==> config.mk <==
export PLATFORM = sky130hd
export DESIGN_NAME = bringup_seq
export DESIGN_NICKNAME = d
export VERILOG_FILES = /design/src/rtl/bringup_pkg.sv /design/src/rtl/bringup_tick_timer.sv /design/src/rtl/bringup_retry_ctr.sv /design/src/rtl/bringup_clk_chain.sv /design/src/rtl/bringup_seq.sv
export SDC_FILE = /design/constraint.sdc
export NUM_CORES = 1
export LEC_CHECK = 0
export BUFFER_PORTS_ARGS = -buffer_cell sky130_fd_sc_hd__buf_4
export CAP_MARGIN = 20
export CORE_AREA = 2 2 57 59
export CTS_CLUSTER_DIAMETER = 150
export CTS_CLUSTER_SIZE = 14
export DETAILED_ROUTE_END_ITERATION = 7
export DIE_AREA = 0 0 59 61
export GPL_TIMING_DRIVEN = 0
export PLACE_DENSITY = 0.73
export SETUP_SLACK_MARGIN = 0.5
export SYNTH_ARGS = -nofsm -noshare
export SYNTH_HDL_FRONTEND = slang
export SYNTH_SLANG_ARGS = --single-unit
==> constraint.sdc <==
create_clock -name clk -period 1.7 [get_ports clk]
set_clock_uncertainty 0.05 [all_clocks]
set_input_delay 0.085 -clock clk [delete_from_list [all_inputs] [get_ports clk]]
set_output_delay 0.085 -clock clk [all_outputs]
set_load 0.005 [all_outputs]
==> src/rtl/bringup_pkg.sv <==
package bringup_pkg;

  typedef enum logic [3:0] {
    ST_IDLE,
    ST_PD_ON,
    ST_TRN_OFF,
    ST_REF_OFF,
    ST_RST_LO,
    ST_HOLD,
    ST_RST_HI,
    ST_PWR_ON,
    ST_PD_OFF,
    ST_REF_ON,
    ST_CLKS,
    ST_SETTLE,
    ST_SETUP,
    ST_POLL
  } seq_state_t;

  function automatic int max3(input int a, input int b, input int c);
    int m;
    m = a;
    if (b > m) m = b;
    if (c > m) m = c;
    return m;
  endfunction

endpackage

==> src/rtl/bringup_tick_timer.sv <==
module bringup_tick_timer #(
  parameter int CNT_W = 8
) (
  input  logic             clk,
  input  logic             rst,
  input  logic             run,
  input  logic             tick,
  input  logic [CNT_W-1:0] limit,
  output logic             expire
);

  logic [CNT_W-1:0] cnt;

  // Fires on the tick that completes the interval; restarts counting after it.
  assign expire = run && tick && (cnt == limit - 1'b1);

  always_ff @(posedge clk) begin
    if (rst || !run || expire) begin
      cnt <= '0;
    end else if (tick) begin
      cnt <= cnt + 1'b1;
    end
  end

endmodule

==> src/rtl/bringup_retry_ctr.sv <==
module bringup_retry_ctr #(
  parameter int MAX_TRIES = 10,
  localparam int W = $clog2(MAX_TRIES + 1)
) (
  input  logic         clk,
  input  logic         rst,
  input  logic         clear,
  input  logic         miss,
  output logic         last_miss,
  output logic [W-1:0] count
);

  localparam logic [W-1:0] LAST = W'(MAX_TRIES - 1);

  assign last_miss = miss && (count == LAST);

  always_ff @(posedge clk) begin
    if (rst || clear) begin
      count <= '0;
    end else if (miss) begin
      count <= count + 1'b1;
    end
  end

endmodule

==> src/rtl/bringup_clk_chain.sv <==
module bringup_clk_chain #(
  parameter int NUM_CLKS = 4,
  localparam int IW = (NUM_CLKS > 1) ? $clog2(NUM_CLKS) : 1
) (
  input  logic                clk,
  input  logic                rst,
  input  logic                step,
  output logic                last,
  output logic [NUM_CLKS-1:0] en
);

  logic [IW-1:0] idx;

  assign last = step && (idx == IW'(NUM_CLKS - 1));

  always_ff @(posedge clk) begin
    if (rst || last) begin
      idx <= '0;
    end else if (step) begin
      idx <= idx + 1'b1;
    end
  end

  // One enable per stage; once set it stays set until reset.
  for (genvar g = 0; g < NUM_CLKS; g++) begin : g_stage
    always_ff @(posedge clk) begin
      if (rst) begin
        en[g] <= 1'b0;
      end else if (step && idx == IW'(g)) begin
        en[g] <= 1'b1;
      end
    end
  end

endmodule

==> src/rtl/bringup_seq.sv <==
module bringup_seq
  import bringup_pkg::*;
#(
  parameter int HOLD_TICKS   = 8,
  parameter int SETTLE_TICKS = 3,
  parameter int POLL_TICKS   = 4,
  parameter int MAX_TRIES    = 10,
  parameter int NUM_CLKS     = 4,
  localparam int RETRY_W     = $clog2(MAX_TRIES + 1)
) (
  input  logic                clk,
  input  logic                rst,
  input  logic                start,
  input  logic                tick,
  input  logic                setup_done,
  input  logic                link_up,
  output logic                phy_test_pd,
  output logic                refclk_en,
  output logic                ep_rst_n,
  output logic                ep_pwr_en,
  output logic                train_en,
  output logic [NUM_CLKS-1:0] clk_en,
  output logic                done,
  output logic                link_fail,
  output logic [RETRY_W-1:0]  retry_cnt
);

  localparam int LONGEST = max3(HOLD_TICKS, SETTLE_TICKS, POLL_TICKS);
  localparam int CNT_W   = $clog2(LONGEST + 1);

  seq_state_t       state;
  logic             tmr_run;
  logic [CNT_W-1:0] tmr_limit;
  logic             tmr_exp;
  logic             clk_step;
  logic             clk_last;
  logic             accept;
  logic             sample;
  logic             miss;
  logic             last_miss;

  assign accept   = (state == ST_IDLE) && start;
  assign clk_step = (state == ST_CLKS);
  assign sample   = (state == ST_POLL) && tmr_exp;
  assign miss     = sample && !link_up;

  always_comb begin
    tmr_run   = 1'b0;
    tmr_limit = CNT_W'(POLL_TICKS);
    unique case (state)
      ST_HOLD: begin
        tmr_run   = 1'b1;
        tmr_limit = CNT_W'(HOLD_TICKS);
      end
      ST_SETTLE: begin
        tmr_run   = 1'b1;
        tmr_limit = CNT_W'(SETTLE_TICKS);
      end
      ST_POLL: begin
        tmr_run   = 1'b1;
        tmr_limit = CNT_W'(POLL_TICKS);
      end
      default: ;
    endcase
  end

  bringup_tick_timer #(.CNT_W(CNT_W)) u_timer (
    .clk    (clk),
    .rst    (rst),
    .run    (tmr_run),
    .tick   (tick),
    .limit  (tmr_limit),
    .expire (tmr_exp)
  );

  bringup_retry_ctr #(.MAX_TRIES(MAX_TRIES)) u_retry (
    .clk       (clk),
    .rst       (rst),
    .clear     (accept),
    .miss      (miss),
    .last_miss (last_miss),
    .count     (retry_cnt)
  );

  bringup_clk_chain #(.NUM_CLKS(NUM_CLKS)) u_clks (
    .clk  (clk),
    .rst  (rst),
    .step (clk_step),
    .last (clk_last),
    .en   (clk_en)
  );

  always_ff @(posedge clk) begin
    if (rst) begin
      state       <= ST_IDLE;
      phy_test_pd <= 1'b0;
      refclk_en   <= 1'b0;
      ep_rst_n    <= 1'b1;
      ep_pwr_en   <= 1'b0;
      train_en    <= 1'b0;
      done        <= 1'b0;
      link_fail   <= 1'b0;
    end else begin
      done <= 1'b0;
      unique case (state)
        ST_IDLE: begin
          if (start) begin
            link_fail <= 1'b0;
            state     <= ST_PD_ON;
          end
        end
        ST_PD_ON: begin
          phy_test_pd <= 1'b1;
          state       <= ST_TRN_OFF;
        end
        ST_TRN_OFF: begin
          train_en <= 1'b0;
          state    <= ST_REF_OFF;
        end
        ST_REF_OFF: begin
          refclk_en <= 1'b0;
          state     <= ST_RST_LO;
        end
        ST_RST_LO: begin
          ep_rst_n <= 1'b0;
          state    <= ST_HOLD;
        end
        ST_HOLD: begin
          if (tmr_exp) state <= ST_RST_HI;
        end
        ST_RST_HI: begin
          ep_rst_n <= 1'b1;
          state    <= ST_PWR_ON;
        end
        ST_PWR_ON: begin
          ep_pwr_en <= 1'b1;
          state     <= ST_PD_OFF;
        end
        ST_PD_OFF: begin
          phy_test_pd <= 1'b0;
          state       <= ST_REF_ON;
        end
        ST_REF_ON: begin
          refclk_en <= 1'b1;
          state     <= ST_CLKS;
        end
        ST_CLKS: begin
          if (clk_last) state <= ST_SETTLE;
        end
        ST_SETTLE: begin
          if (tmr_exp) state <= ST_SETUP;
        end
        ST_SETUP: begin
          if (setup_done) begin
            train_en <= 1'b1;
            state    <= ST_POLL;
          end
        end
        ST_POLL: begin
          if (sample) begin
            if (link_up) begin
              done  <= 1'b1;
              state <= ST_IDLE;
            end else if (last_miss) begin
              done      <= 1'b1;
              link_fail <= 1'b1;
              state     <= ST_IDLE;
            end
          end
        end
        default: state <= ST_IDLE;
      endcase
    end
  end

endmodule

==> reports/results.ini, run 1 <==
[status]
status=complete, but fails checks
violations=setup timing

[die]
core_um2=2950
core.rowCount=20
fp.dieW_um=59
dieArea_um2=3600
die_y_um=61
start_util_pct=44.2
ios=21

[setup_path]
critPathLaunch=state[1]
rrSetupSlack_ps=-160
worstPathRequired_ps=1890
end_kind=register
r2r_start=state[1]
cp_cell_sequence=buf_6 -> and4bb_1 -> mux2i_2 -> and4_1 -> buf_6 -> nand4_4 -> mux2_4
slowest_stage=dfxtp_2
endpoint=u_retry.count[3]
r2r_end=u_retry.count[3]
crit_type=register to register
path_buf_inv=2
cpLargestDelayFamily=simple AND/OR/NAND/NOR gates
critPathMaxStageDelay_ps=340
critPathLaunchType=register
worst-path-max-fanout=4
crit_cells=7
reg2regPathDepth=7
crit_path_frequent_cell=buf_6
worstPathArrival_ps=2060

[finish]
n_antenna_cell=0
mostFrequentLayoutCell=buf_4
fin_cells=225
final_cell_mix=30 x buf_4, 24 x nor2_1, 21 x dfxtp_1
drive_gt1_share_pct=40.6
syn2layout_area_growth_pct=43.4
seqCellArea_um2=510
nets=206
n_fill_cell=249
multi_input_area_um2=883

[clock_network]
cts_made_buffers=3
clk_path_buf_depth=2
clock-root-buffer=clkbuf_4
cts.reportedPaths.clkPinSlew_ps=150
cts_max_level=1
cts_sinks=25
clock_latency_ps=330
cts_tree=yes

[sta]
setup_slack_ps=-162
rsz0062_at_grt=yes
max_slew_margin_pct=64.6
tns_ps=-951
fmax_mhz=537
finalSetupViolCount=10
slew_viol_final=0
final-hold-violation-count=0
worst_pin_slew_ps=531
fin_crit_ps=1860
finalCritPeriodShare_pct=110

[detailed_routing]
route.detailed.drc=0
dr.pass1.iters=4
drt-wirelength-per-cell_um=14.6
vias=1273
routed_via_density=5.66
routed_wl_mm=3.30
initialDrtViolationCount=42
postRouteAntennaNets=0

[global_route]
first_global_vias=1229
grt_max_degree=14
antenna_found_initial=0
overflow=0
grt_pass1_wl_mm=5.20
track_usage_pct=18.7

[worst_hold_path]
hold_start=tick
min_path_type=input pin to register

[synthesis]
synth_flop_cell=dfxtp_1
synth.distinct_cells=45
synth_fp_nets=166
postSynthCellCount=153
syn_area_per_cell_um2=8.53
ys_ff_latch=25
async_flop_share_pct=0
synth_edf_count=0
ys_seq_area_share_pct=38.4
ys_warn_count=0
syn_area_um2=1310

[placed_design]
portBuffers=19
hpwl_mm=2.04
place_congestion=0.877
place_inst=205

[power_and_ir_drop]
powerDensity_nw_per_um2=604
p_leak_nw=0.780
ir_drop_mv=0.534

[run]
max_cap_viol_count=0

[metrics by stage]
| step | hold slack [ps] | power, mW | util [%] | cell area [µm²] | setup WS (ps) |
|---|---|---|---|---|---|
| 5_1_grt | 23.8 | 1.17 | 63.4 | 1870 | -253 |
| 3_3_place_gp | 329 | 0.760 | 51.0 | 1510 | -220 |
| 6_report | 6.10 | 1.13 | 63.4 | 1870 | -162 |
| 2_1_floorplan | 198 | 0.722 | - | 1320 | -131 |
| 4_1_cts | 11.2 | 1.09 | 58.5 | 1730 | -163 |
| 3_5_place_dp | 326 | 0.765 | 51.0 | 1510 | -246 |
[repair_timing]
action | 4_1_cts | 5_1_grt
hold buffers | 1 | 0
endpoints found under the setup margin | 25 | 25
pin swaps | 6 | 14
hold endpoints to repair | 1 | 0
gates resized for setup | 32 | 25
buffers inserted | 9 | 6
[synth_stat cells, types with 4 or more instances]
cell      number  share of area (%)
inv_1          4                1.2
o21ai_0        5                1.9
a21oi_1       14                5.4
nor3_1         7                2.7
dfxtp_1       25                 38
ha_1           7                6.7
clkbuf_1       5                1.4
nor2_1        26                7.5
nand2_1        9                2.6
[metal layers]
metal	global-route usage [%]	part of all wire (%)
met1	21.9	43
met2	33.0	51
met3	5.76	4.1
met4	5.52	1.6
met5	0	0
[where the power goes]
part	total (mW)	internal [mW]	switching, mW
registers	0.611	0.598	0.0133
logic	0.238	0.118	0.120
clock network	0.280	0.0922	0.188
[registers in the layout (all words and copies together), names as in the netlist]
signal,cells
ep_rst_n,1
phy_test_pd,1
u_clks.en,4
u_timer.cnt,4
u_clks.idx,2
refclk_en,1
ep_pwr_en,1
u_retry.count,4
train_en,1
link_fail,1
state,4
done,1
[logic make-up (layout without fill, tap and decap cells)]
group | count (synthesis) | in the layout | share of synthesized area, %
AND/OR/NAND/NOR | 62 | 62 | 25.2
AO/OA/AOI/OAI | 36 | 36 | 17.6
flip-flops | 25 | 25 | 38.4
buffers and inverters | 14 | 53 | 4.98
adder cells (fa/ha/maj) | 7 | 7 | 6.71
XOR/XNOR | 5 | 5 | 3.36
multiplexers | 4 | 4 | 3.74
[layout make-up]
| class | instances | share of cell area (%) |
|---|---|---|
| Sequential cell | 25 | 27.3 |
| Timing Repair Buffer | 35 | 15.2 |
| Multi-Input combinational cell | 114 | 47.2 |
| Tap cell | 33 | 2.21 |
| Clock buffer | 4 | 1.40 |
| Inverter | 5 | 1.07 |
| Buffer | 9 | 5.68 |
[worst reg2reg max path: stages, from the launching register on]
cell and delay (ps):
dfxtp_2 340, buf_6 110, and4bb_1 290, mux2i_2 250, and4_1 220, buf_6 110
nand4_4 90, mux2_4 310
[how the worst min path moves through the flow]
stage / endpoint / slack (ps) / cells past startpoint
floorplan: u_timer.cnt[0] / 200 / 2
global placement: done / 330 / 3
detailed placement: done / 330 / 3
CTS: u_timer.cnt[0] / 10 / 3
global route: u_timer.cnt[1] / 20 / 3
finish: u_timer.cnt[0] / 6 / 3
(Power assumes the default switching activity.)
==> inputs of run 2 (changes only) <==
CORE_AREA = 2 2 58 60   (was 2 2 57 59)
CTS_BUF_LIST = sky130_fd_sc_hd__clkbuf_16   (was default)
DIE_AREA = 0 0 60 62   (was 0 0 59 61)
SYNTH_HIERARCHICAL = 1   (was default)
==> run 2 against run 1 <==
Against the previous run: the flow still finishes with violations (setup timing); register-to-register slack worse by 1100 ps; sequential share of layout area is 3.4 points lower; synthesized cell count is 1.3% lower; utilization is 4.0 points higher; design area is 14% higher; first-iteration DRC count is 12% higher; critical path depth is 7 higher; total power is 24% higher; global-route usage is 1.9 points higher; largest power group unchanged.
==> reports/results.ini, run 2 <==
[clock_network]
cts_tree=yes
cts.reportedPaths.clkPinSlew_ps=60
clk_path_buf_depth=2
clock-root-buffer=clkbuf_16
cts_made_buffers=3
clock_latency_ps=260
cts_sinks=25
hold_buffers=0
cts_max_level=1

[global_route]
antenna_found_initial=0
grt_max_degree=15
first_global_vias=1240
overflow=0
grt_pass1_wl_mm=5.61
track_usage_pct=20.6

[setup_path]
end_kind=register
worstPathArrival_ps=3070
cp_cell_sequence=buf_8 -> nand2b_4 -> nor2_4 -> buf_6 -> nor2_4 -> nor3_4 -> xnor2_2 -> a2111oi_4 -> nor3b_4 -> and4b_2 -> o32ai_4 -> buf_6 -> o31a_1 -> nor3_1
r2r_start=state[2]
worst-path-max-fanout=4
crit_type=register to register
slowest_stage=a2111oi_4
reg2regPathDepth=14
worstPathRequired_ps=1830
critPathMaxStageDelay_ps=350
critPathLaunchType=register
r2r_end=state[2]
rrSetupSlack_ps=-1250

[worst_hold_path]
hold_start=rst
holdPathEnd=u_clks/idx[1]
min_path_cells=2
min_path_type=input pin to register

[synthesis]
yosys.area.top_type=dfxtp_1
synth_flop_cell=dfxtp_1
netlist.area_leader.share_pct=37.2
synth.most_common_cell=dfxtp_1
ys_warn_count=6
ys_ff_latch=25
synth_common_cells=25 x dfxtp_1, 17 x nor2_1, 10 x a21oi_1
synth_fp_nets=165
syn_area_per_cell_um2=8.92
postSynthCellCount=151
synth.distinct_cells=45
ys_seq_area_share_pct=37.2
synth_area_leaders=dfxtp_1 37%, ha_1 7.4%, nor2_1 4.7%
syn_area_um2=1350
synth_edf_count=0
async_flop_share_pct=0

[placed_design]
portBuffers=20
place_worst_setup_slack_ps=-1870
place_congestion=0.834
hpwl_mm=2.20

[power_and_ir_drop]
p_switching_uw=361
design_power_total_mw=1.40
power_frac_comb_pct=17.9
p_leak_nw=0.842
swShare_pct=25.7
ir_drop_mv=0.555
powerDensity_nw_per_um2=655
clockPowerShare_pct=37.1
sequentialPowerShare_pct=44.9
p_int_mw=1.04

[finish]
nets=216
drive_gt1_share_pct=48.3
mostFrequentLayoutCell=buf_4
syn2layout_area_growth_pct=59.1
n_fill_cell=238
final_cell_mix=34 x buf_4, 21 x dfxtp_1, 12 x buf_6
final_core_util_pct=67.4
n_antenna_cell=0

[detailed_routing]
routed_wl_mm=3.79
drt-wirelength-per-cell_um=15.4
route.detailed.drc=0
postRouteAntennaNets=0
dr.pass1.iters=4
vias=1341
initialDrtViolationCount=47
routed_via_density=5.43

[status]
status=complete, but fails checks
violations=setup timing

[sta]
fin_crit_ps=2950
fmax_mhz=339
hold_ws_ps=47.7
worst_pin_slew_ps=552
finalCritPeriodShare_pct=173
final-hold-violation-count=0
slew_viol_final=0
max_slew_margin_pct=63.0
setup_slack_ps=-1250
tns_ps=-12580
rsz0062_at_grt=yes
finalSetupViolCount=20

[die]
core_um2=3180
fp.dieW_um=60
die_y_um=62
core.rowCount=21
dieArea_um2=3720
ios=21
start_util_pct=42.3

[run]
max_cap_viol_count=0

## run 2: cell count changes after synthesis, moves of 2 or more
cell,before,now
a2111oi_2,0,2
inv_1,4,9
xnor2_1,3,6
nand2_1,9,6
nor3b_1,1,3
a31oi_1,3,1
a21oi_1,14,10
nand2b_1,1,7
nor3_1,7,9
a31o_2,2,0
nor2_1,26,17
## run 2: critical path, delay by kind of cell (launching register included)
kind	cells	cell delay (ps)
compound gates	3	760
buf+inv	3	380
xor+xnor	1	110
flops	1	330
simple gates	7	1220
## run 2: cells by family after synthesis
kind of cell	after synthesis	synth area share, %
and+or+nand+nor	57	23.1
AOI/OAI and AO/OA	35	20.4
DFF	25	37.2
buffers and inverters	15	4.46
xor gates and xnor gates	9	5.86
adders and majority gates	8	7.44
muxes	2	1.58
## run 2: how the worst max path moves through the flow
stage / startpoint / to / slack (ps)
6_report: state[2] / state[2] / -1250
5_1_grt: state[3] / state[1] / -1450
3_5_place_dp: state[2] / state[3] / -1870
4_1_cts: state[2] / state[3] / -1350
2_1_floorplan: state[2] / state[3] / -1530
3_3_place_gp: state[2] / state[3] / -1810
## run 2: repair_timing
action,CTS,global route
resized for setup,41,22
setup endpoints to repair,23,23
setup buffers,16,10
pin swaps,14,10
## run 2: per-layer routing
layer | vias to the layer above | wire [µm] | GRT usage, %
met4 | 0 | 101 | 8.57
li1 | 651 | - | -
met1 | 641 | 1520 | 24.7
met3 | 11 | 150 | 4.76
met5 | - | 0 | 0
met2 | 38 | 2020 | 35.6
## run 2: power groups by stage
stage / combinational, mW / clock [mW] / sequential [mW]
floorplan: 0.131 / 0 / 0.629
global placement: 0.181 / 0 / 0.632
detailed placement: 0.184 / 0 / 0.634
CTS: 0.225 / 0.529 / 0.628
global route: 0.272 / 0.563 / 0.632
finish: 0.252 / 0.521 / 0.630
## run 2: area by class of cell
type / count / area, µm² / area share, %
clock buffers: 3 / 75.1 / 3.50
flip-flops and latches: 25 / 510 / 23.8
well taps: 46 / 57.6 / 2.69
inverters: 9 / 36.3 / 1.69
repair buffers: 46 / 394 / 18.4
multi-input cells: 111 / 997 / 46.6
clock inverters: 1 / 3.75 / 0.175
plain buffers: 6 / 67.6 / 3.15
## run 2: through the flow
stage / cell area [µm²] / std cells
finish: 2140 / 247
global route: 2140 / 247
global placement: 1620 / 217
detailed placement: 1620 / 217
floorplan: 1410 / 151
CTS: 1980 / 237
